$ cat config.mk
export PLATFORM = sky130hd
export DESIGN_NAME = osc_query_regs
export DESIGN_NICKNAME = d
export VERILOG_FILES = /design/src/rtl/osc_query_regs.sv
export SDC_FILE = /design/constraint.sdc
export NUM_CORES = 1
export LEC_CHECK = 0
export CORE_MARGIN = 3
export CORE_UTILIZATION = 25
export CTS_CLUSTER_SIZE = 28
export DETAILED_ROUTE_END_ITERATION = 12
export SYNTH_ARGS = -nofsm -noshare
export SYNTH_HDL_FRONTEND = slang
export SYNTH_SLANG_ARGS = --single-unit
$ cat constraint.sdc
create_clock -name clk -period 1.24 [get_ports clk]
set_input_delay 0.31 -clock clk [delete_from_list [all_inputs] [get_ports clk]]
set_output_delay 0.31 -clock clk [all_outputs]
set_load 0.02 [all_outputs]
$ cat src/rtl/osc_query_regs.sv
module osc_query_regs #(
  parameter int ADDR_W = 8,
  parameter logic [ADDR_W-1:0] OFS_DATA = 'hA0,
  parameter logic [ADDR_W-1:0] OFS_CTRL = 'hA4,
  parameter logic [ADDR_W-1:0] OFS_STAT = 'hA8
) (
  input  logic              clk,
  input  logic              rst_n,
  input  logic [ADDR_W-1:0] bus_addr,
  input  logic              bus_we,
  input  logic [31:0]       bus_wdata,
  output logic [31:0]       bus_rdata,
  output logic              req_pulse
);

  localparam logic [31:0] HZ_25M = 32'd25_000_000;
  localparam logic [31:0] HZ_24M = 32'd24_000_000;
  localparam logic [31:0] HZ_50M = 32'd50_000_000;
  localparam logic [31:0] HZ_40M = 32'd40_000_000;
  localparam logic [31:0] HZ_35M = 32'd35_000_000;

  logic [31:0] data_q;

  wire        wr_data = bus_we && (bus_addr == OFS_DATA);
  wire        wr_ctrl = bus_we && (bus_addr == OFS_CTRL);

  wire [11:0] f_dev   = bus_wdata[11:0];
  wire [3:0]  f_pos   = bus_wdata[15:12];
  wire [1:0]  f_site  = bus_wdata[17:16];
  wire [5:0]  f_func  = bus_wdata[25:20];
  wire [3:0]  f_idx   = bus_wdata[29:26];
  wire        f_write = bus_wdata[30];
  wire        f_start = bus_wdata[31];

  wire is_osc_read = wr_ctrl && f_start && !f_write &&
                     (f_idx == 4'd0) && (f_pos == 4'd0) && (f_func == 6'd1);

  logic        hit;
  logic [31:0] freq;

  always_comb begin
    hit  = 1'b1;
    freq = 32'd0;
    unique case (f_site)
      2'd0: begin
        case (f_dev)
          12'd0, 12'd1: freq = HZ_25M;
          12'd2:        freq = HZ_24M;
          default:      freq = 32'd0;
        endcase
      end
      2'd1: begin
        case (f_dev)
          12'd0, 12'd5:        freq = HZ_50M;
          12'd4, 12'd7, 12'd8: freq = HZ_40M;
          12'd6:               freq = HZ_35M;
          default:             freq = 32'd0;
        endcase
      end
      default: hit = 1'b0;
    endcase
  end

  always_ff @(posedge clk or negedge rst_n) begin
    if (!rst_n) begin
      data_q    <= 32'd0;
      req_pulse <= 1'b0;
    end else begin
      req_pulse <= wr_ctrl && f_start;
      if (wr_data)
        data_q <= bus_wdata;
      else if (is_osc_read && hit)
        data_q <= freq;
    end
  end

  always_ff @(posedge clk or negedge rst_n) begin
    if (!rst_n)
      bus_rdata <= 32'd0;
    else if (bus_addr == OFS_DATA)
      bus_rdata <= data_q;
    else if (bus_addr == OFS_STAT)
      bus_rdata <= 32'd1;
    else
      bus_rdata <= 32'd0;
  end


  data_store_chk: assert property (@(posedge clk) disable iff (!rst_n)
    (bus_we && bus_addr == OFS_DATA) |=> data_q == $past(bus_wdata));


  stat_read_chk: assert property (@(posedge clk) disable iff (!rst_n)
    (bus_addr == OFS_STAT) |=> bus_rdata == 32'd1);


  ctrl_read_chk: assert property (@(posedge clk) disable iff (!rst_n)
    (bus_addr == OFS_CTRL) |=> bus_rdata == 32'd0);


  stray_write_chk: assert property (@(posedge clk) disable iff (!rst_n)
    !(bus_we && (bus_addr == OFS_DATA || bus_addr == OFS_CTRL)) |=> $stable(data_q));


  no_start_chk: assert property (@(posedge clk) disable iff (!rst_n)
    (bus_we && bus_addr == OFS_CTRL && !bus_wdata[31]) |=> ($stable(data_q) && !req_pulse));


  cfg_write_chk: assert property (@(posedge clk) disable iff (!rst_n)
    (bus_we && bus_addr == OFS_CTRL && bus_wdata[31] && bus_wdata[30]) |=> ($stable(data_q) && req_pulse));


  pulse_src_chk: assert property (@(posedge clk) disable iff (!rst_n)
    !(bus_we && bus_addr == OFS_CTRL) |=> !req_pulse);

endmodule

==> impl_metrics.yaml, run 1 <==
finish:
  area_growth_syn_to_layout_pct: 68.14
  final_util_pct: 43.50
  multi_input_area_um2: 1354
  nNetsFinal: 420
  layout_common_cells: "dfrtp_1, buf_2, buf_4, and2_1, buf_6"
  drive_gt1_share_pct: 52.62
  diodes: 0
  layout.cells.non_filler: 518
  layout.cells.most_common: "dfrtp_1"
  ff_latch_area_um2: 1627
  fillers: 998
worst_setup_path:
  critical_path_class: "in2reg"
  r2r-end: "data_q[20]"
  startpoint_type: "primary input"
  ff2ff_path_depth: 2
  endpoint_kind: "flop"
  r2r_start: "data_q[20]"
  cp-startpoint: "bus_wdata[7]"
  arrival_ps: 1730
  regToRegSetupSlack_ps: 480
  crit_path_end: "data_q[25]"
  cp_max_fo: 4
  required_ps: 1500
run:
  drv_cap: 0
global_routing:
  overflow: 0
  grt_pass1_vias: 2558
  antenna_found_initial: 0
  grt_usage_pct: 14.35
  grt_max_degree: 66
  grt_pass1_wl_um: 13070
synthesis:
  ys_ff_latch: 65
  synth_flop_cell: "dfrtp_1"
  async_flop_share_pct: 100.0
  yosysWarnings: 0
  syn_avg_cell_area_um2: 11.18
  synth_cell_types: 33
  synth_cells: 240
  synth_top_area_share_pct: 60.63
  synth_edf_count: 0
  yosysSeqAreaShare_pct: 60.63
  synthTopCellsByArea: "dfrtp_1, and2_1, a22o_1, nor2_1, nand2_1"
  yosysTopAreaCell: "dfrtp_1"
  syn_area_um2: 2683
  syn_nets: 283
floorplanning:
  die_x_um: 109.6
  die_y_um: 109.6
  dieArea_um2: 12010
  design.core.area_um2: 10370
  ios: 76
  initial_core_util_pct: 25.87
  rows: 37
sta:
  final-hold-violation-count: 0
  final-setup-viol-count: 63
  drv_slew: 0
  post-route-min-period_ps: 1469
  rsz0062_at_grt: "yes"
  worst_pin_slew_ps: 340.4
  post-route-period-util_pct: 118.5
  fmax_mhz: 680.5
  timing.final.ws_setup_ps: -229.5
  fin_skew_ps: 9.057
  relSlewSlack_pct: 77.13
  setup_tns_ps: -9040
clock_network:
  cts_tree: "done"
  clkTransAtPathRegs_ps: 80
  numCtsBuffers: 9
  cts_sinks: 65
  clkLatencyLatePin_ps: 350
  h-tree-depth: 3
  cts-root-buf: "clkbuf_8"
  clock_path_buffers: 2
place:
  portBuffers: 75
  place.gp.congestion: 0.8295
  post-dp-hpwl_um: 5346
  placedCellCount: 472
status:
  status: "finished, violations left"
  violations: "setup timing"
worst_hold_path:
  hold_class: "in2reg"
power_and_ir_drop:
  power_density_nw_per_um2: 983.2
  power_w: 0.004435
  vdd_ir_drop_max_uv: 370.4
  p_leak_nw: 2.200
routing:
  wire_per_inst_um: 16.01
  vias: 2416
  drc: 0
  routed_wl_um: 8294
  via_per_inst: 4.664
  drtIter0Drc: 87
  first_pass_iters: 4
  drtAntennaViolNets: 0
-- stage by stage --
step | hold WS, ps | setup slack (ps) | instance area, um^2
final | 197.8 | -229.5 | 4511
after CTS | 191.3 | -272.6 | 4377
after global placement | 355.5 | -1014 | 3885
after floorplan | 14.41 | -311.8 | 2756
after detailed placement | 356.9 | -1070 | 3885
after global routing | 207.4 | -324.0 | 4511
-- how the worst min path moves through the flow --
| stage | cells past startpoint | start | endpoint |
|---|---|---|---|
| after floorplan | 0 | rst_n | bus_rdata[0] |
| after global placement | 2 | rst_n | bus_rdata[12] |
| after detailed placement | 2 | rst_n | bus_rdata[12] |
| after CTS | 3 | bus_wdata[14] | data_q[14] |
| after global routing | 2 | bus_wdata[4] | data_q[4] |
| final | 3 | bus_wdata[14] | data_q[14] |
-- synthesized netlist by cell type, drive strengths merged, types with 3 or more instances --
cell / n
nand2: 18
nor3: 10
a21oi: 5
nand4: 3
o22ai: 7
o21ai: 17
a31oi: 3
o31ai: 3
a22o: 13
nor4: 8
dfrtp: 65
and2: 32
nor2: 23
buf: 6
nor2b: 4
clkbuf: 8
-- state kept, by name, summed over array words and instances (netlist names) --
name       count
bus_rdata     32
data_q        32
req_pulse      1
-- power by group --
| group | leakage [nW] | switching, W | internal [W] | total (W) |
|---|---|---|---|---|
| registers | 0.901 | 0.0000325 | 0.00218 | 0.00221 |
| logic | 1.20 | 0.000203 | 0.000208 | 0.000411 |
| clock network | 0.0953 | 0.000835 | 0.000976 | 0.00181 |
-- critical path, cell delays in order --
cell     delay [ps]
buf_8           100
nor4_4          380
nand4_1         220
buf_4           190
nor2_1           80
buf_4           180
nor4_4           50
o31ai_1         220
-- repair_timing --
item	4_1_cts	5_1_grt
gates resized for setup	293	54
hold buffers	1	0
hold endpoints to repair	65	0
gates cloned	4	1
pin swaps	35	25
endpoints found under the setup margin	96	63
setup buffers	22	5
-- logic make-up (layout without fill, tap and decap cells) --
kind of cell	Yosys count	after routing	synth area share, %
flip-flops	65	65	60.63
buffers and inverters	15	156	2.845
multiplexers	2	2	0.7463
AO/OA/AOI/OAI	49	49	11.85
XOR/XNOR	2	2	0.6531
AND/OR/NAND/NOR	107	108	23.27
-- layout make-up --
type / instances / area share [%]
flip-flops and latches: 65 / 36.06
repair buffers: 139 / 25.71
clock buffers: 11 / 3.135
multi-input cells: 161 / 30.01
inverters: 1 / 0.08322
well taps: 136 / 3.773
clock inverters: 5 / 1.221
-- routing by layer --
metal  track usage [%]  wire length, um
met5                 0                0
met4             6.055              249
met3             3.582              463
met2             22.97             4005
met1             18.48             3575
Note: power is estimated with default switching activity, not from simulation.
==> inputs of run 2 (changes only) <==
--- a/config.mk
+++ b/config.mk
@@ -9,6 +9,7 @@
 export CORE_UTILIZATION = 25
 export CTS_CLUSTER_SIZE = 28
 export DETAILED_ROUTE_END_ITERATION = 12
+export SLEW_MARGIN = 20
 export SYNTH_ARGS = -nofsm -noshare
 export SYNTH_HDL_FRONTEND = slang
 export SYNTH_SLANG_ARGS = --single-unit
==> results of run 2 <==
The final DEF is identical to that of run 1; final timing and power are the same.
==> inputs of run 3 (changes only) <==
==> constraint.sdc (replaced) <==
create_clock -name clk -period 1.24 [get_ports clk]
set_input_delay 0.31 -clock clk [delete_from_list [all_inputs] [get_ports clk]]
set_output_delay 0.31 -clock clk [all_outputs]
set_load 0.005 [all_outputs]
==> impl_metrics.yaml, run 3 (synthesis gave the netlist of run 1 again) <==
clock_network:
  cts_sinks: 65
  cts-root-buf: "clkbuf_8"
  clock_path_buffers: 2
  numCtsBuffers: 9
  clkLatencyLatePin_ps: 350
  clkTransAtPathRegs_ps: 70
  h-tree-depth: 3
  cts_tree: "done"
floorplanning:
  ios: 76
  initial_core_util_pct: 25.87
  dieArea_um2: 12010
  rows: 37
  die_x_um: 109.6
  design.core.area_um2: 10370
  die_y_um: 109.6
worst_setup_path:
  ff2ff_path_depth: 2
  startpoint_type: "primary input"
  required_ps: 1480
  cp_max_fo: 4
  arrival_ps: 1710
  critical_path_class: "in2reg"
  endpoint_kind: "flop"
sta:
  timing.final.ws_setup_ps: -226.6
  post-route-period-util_pct: 118.3
  relSlewSlack_pct: 77.24
  post-route-min-period_ps: 1467
  worst_pin_slew_ps: 338.8
  rsz0062_at_grt: "yes"
  fin_skew_ps: 10.01
  drv_slew: 0
  fmax_mhz: 681.8
  final-hold-violation-count: 0
  final-setup-viol-count: 63
status:
  violations: "setup timing"
  status: "finished, violations left"
place:
  post_dp_cell_area_um2: 3885
  placedCellCount: 472
  post-dp-hpwl_um: 5346
  portBuffers: 75
  place.gp.congestion: 0.8295
finish:
  layout.cells.non_filler: 518
  nNetsFinal: 420
  layout.cells.most_common: "dfrtp_1"
  largestRegisters: "bus_rdata (32), data_q (32), req_pulse (1)"
  diodes: 0
  fillers: 998
  layout_common_cells: "dfrtp_1, buf_4, clkbuf_2, and2_1, buf_2"
  drive_gt1_share_pct: 52.62
  area_growth_syn_to_layout_pct: 68.14
  design_area_um2: 4511
global_routing:
  grt_pass1_vias: 2569
  overflow: 0
  grt_usage_pct: 14.36
  antenna_found_initial: 0
  grt_max_degree: 66
  grt_pass1_wl_um: 13090
worst_hold_path:
  min_path_cells: 3
  hold_class: "in2reg"
routing:
  drc: 0
  via_per_inst: 4.680
  wire_per_inst_um: 15.98
  routed_wl_um: 8277
  vias: 2424
  drtAntennaViolNets: 0
  drtIter0Drc: 88
  first_pass_iters: 4
power_and_ir_drop:
  power_w: 0.004435
  p_leak_nw: 2.177
  power_density_nw_per_um2: 983.4
  vdd_ir_drop_max_uv: 370.1
run:
  drv_cap: 0
-- run 3: worst paths after layout --
path	from	to	slack (ps)
min	bus_wdata[14]	data_q[14]	200
max in group asynchronous	rst_n	bus_rdata[11]	450
max	bus_wdata[7]	data_q[7]	-230
min reg2reg	data_q[14]	bus_rdata[14]	490
max reg2reg	data_q[20]	data_q[20]	480
min in group asynchronous	rst_n	data_q[12]	520
-- run 3: where the power goes --
part,internal (W),total (W),switching [W]
Clock,0.000977,0.00181,0.000836
Combinational,0.000208,0.000411,0.000202
Sequential,0.00218,0.00221,0.0000328
-- run 3: metrics by stage --
step / hold WS, ps / utilization, % / TNS [ps] / setup slack [ps]
after floorplan: 14.41 / - / -9442 / -311.8
after global placement: 355.5 / 37.46 / -50730 / -1014
after detailed placement: 356.9 / 37.46 / -52140 / -1070
after CTS: 191.3 / 43.36 / -9394 / -272.6
after global routing: 207.4 / 43.50 / -12800 / -324.0
final: 197.9 / 43.50 / -8878 / -226.6
-- run 3: repair_timing --
| action | CTS | global route |
|---|---|---|
| cloned | 4 | 1 |
| setup endpoints to repair | 96 | 87 |
| gates resized for setup | 245 | 78 |
| hold buffers | 1 | 0 |
| setup buffers | 22 | 5 |
| hold endpoints to repair | 65 | 0 |
| pin swaps | 35 | 25 |
-- run 3: metal layers --
metal | wire length [um] | global-route usage (%) | vias to the layer above
met3 | 493 | 3.641 | 19
li1 | - | - | 1120
met5 | 0 | 0 | -
met4 | 242 | 6.055 | 0
met1 | 3544 | 18.48 | 1205
met2 | 3996 | 22.97 | 80
-- run 3: layout make-up --
cell class              count  area [um^2]  area share [%]
inverters                   1        3.754         0.08322
clock inverters             5        55.05           1.221
clock buffers              11        141.4           3.135
multi-input cells         161         1354           30.01
well taps                 136        170.2           3.773
repair buffers            139         1160           25.71
flip-flops and latches     65         1627           36.06
-- run 3: worst max-delay path, cell delays in order --
cell	delay, ps
buf_8	100
nor4_4	380
nand4_1	220
buf_4	190
nor2_4	160
nor3_2	70
o31ai_1	280
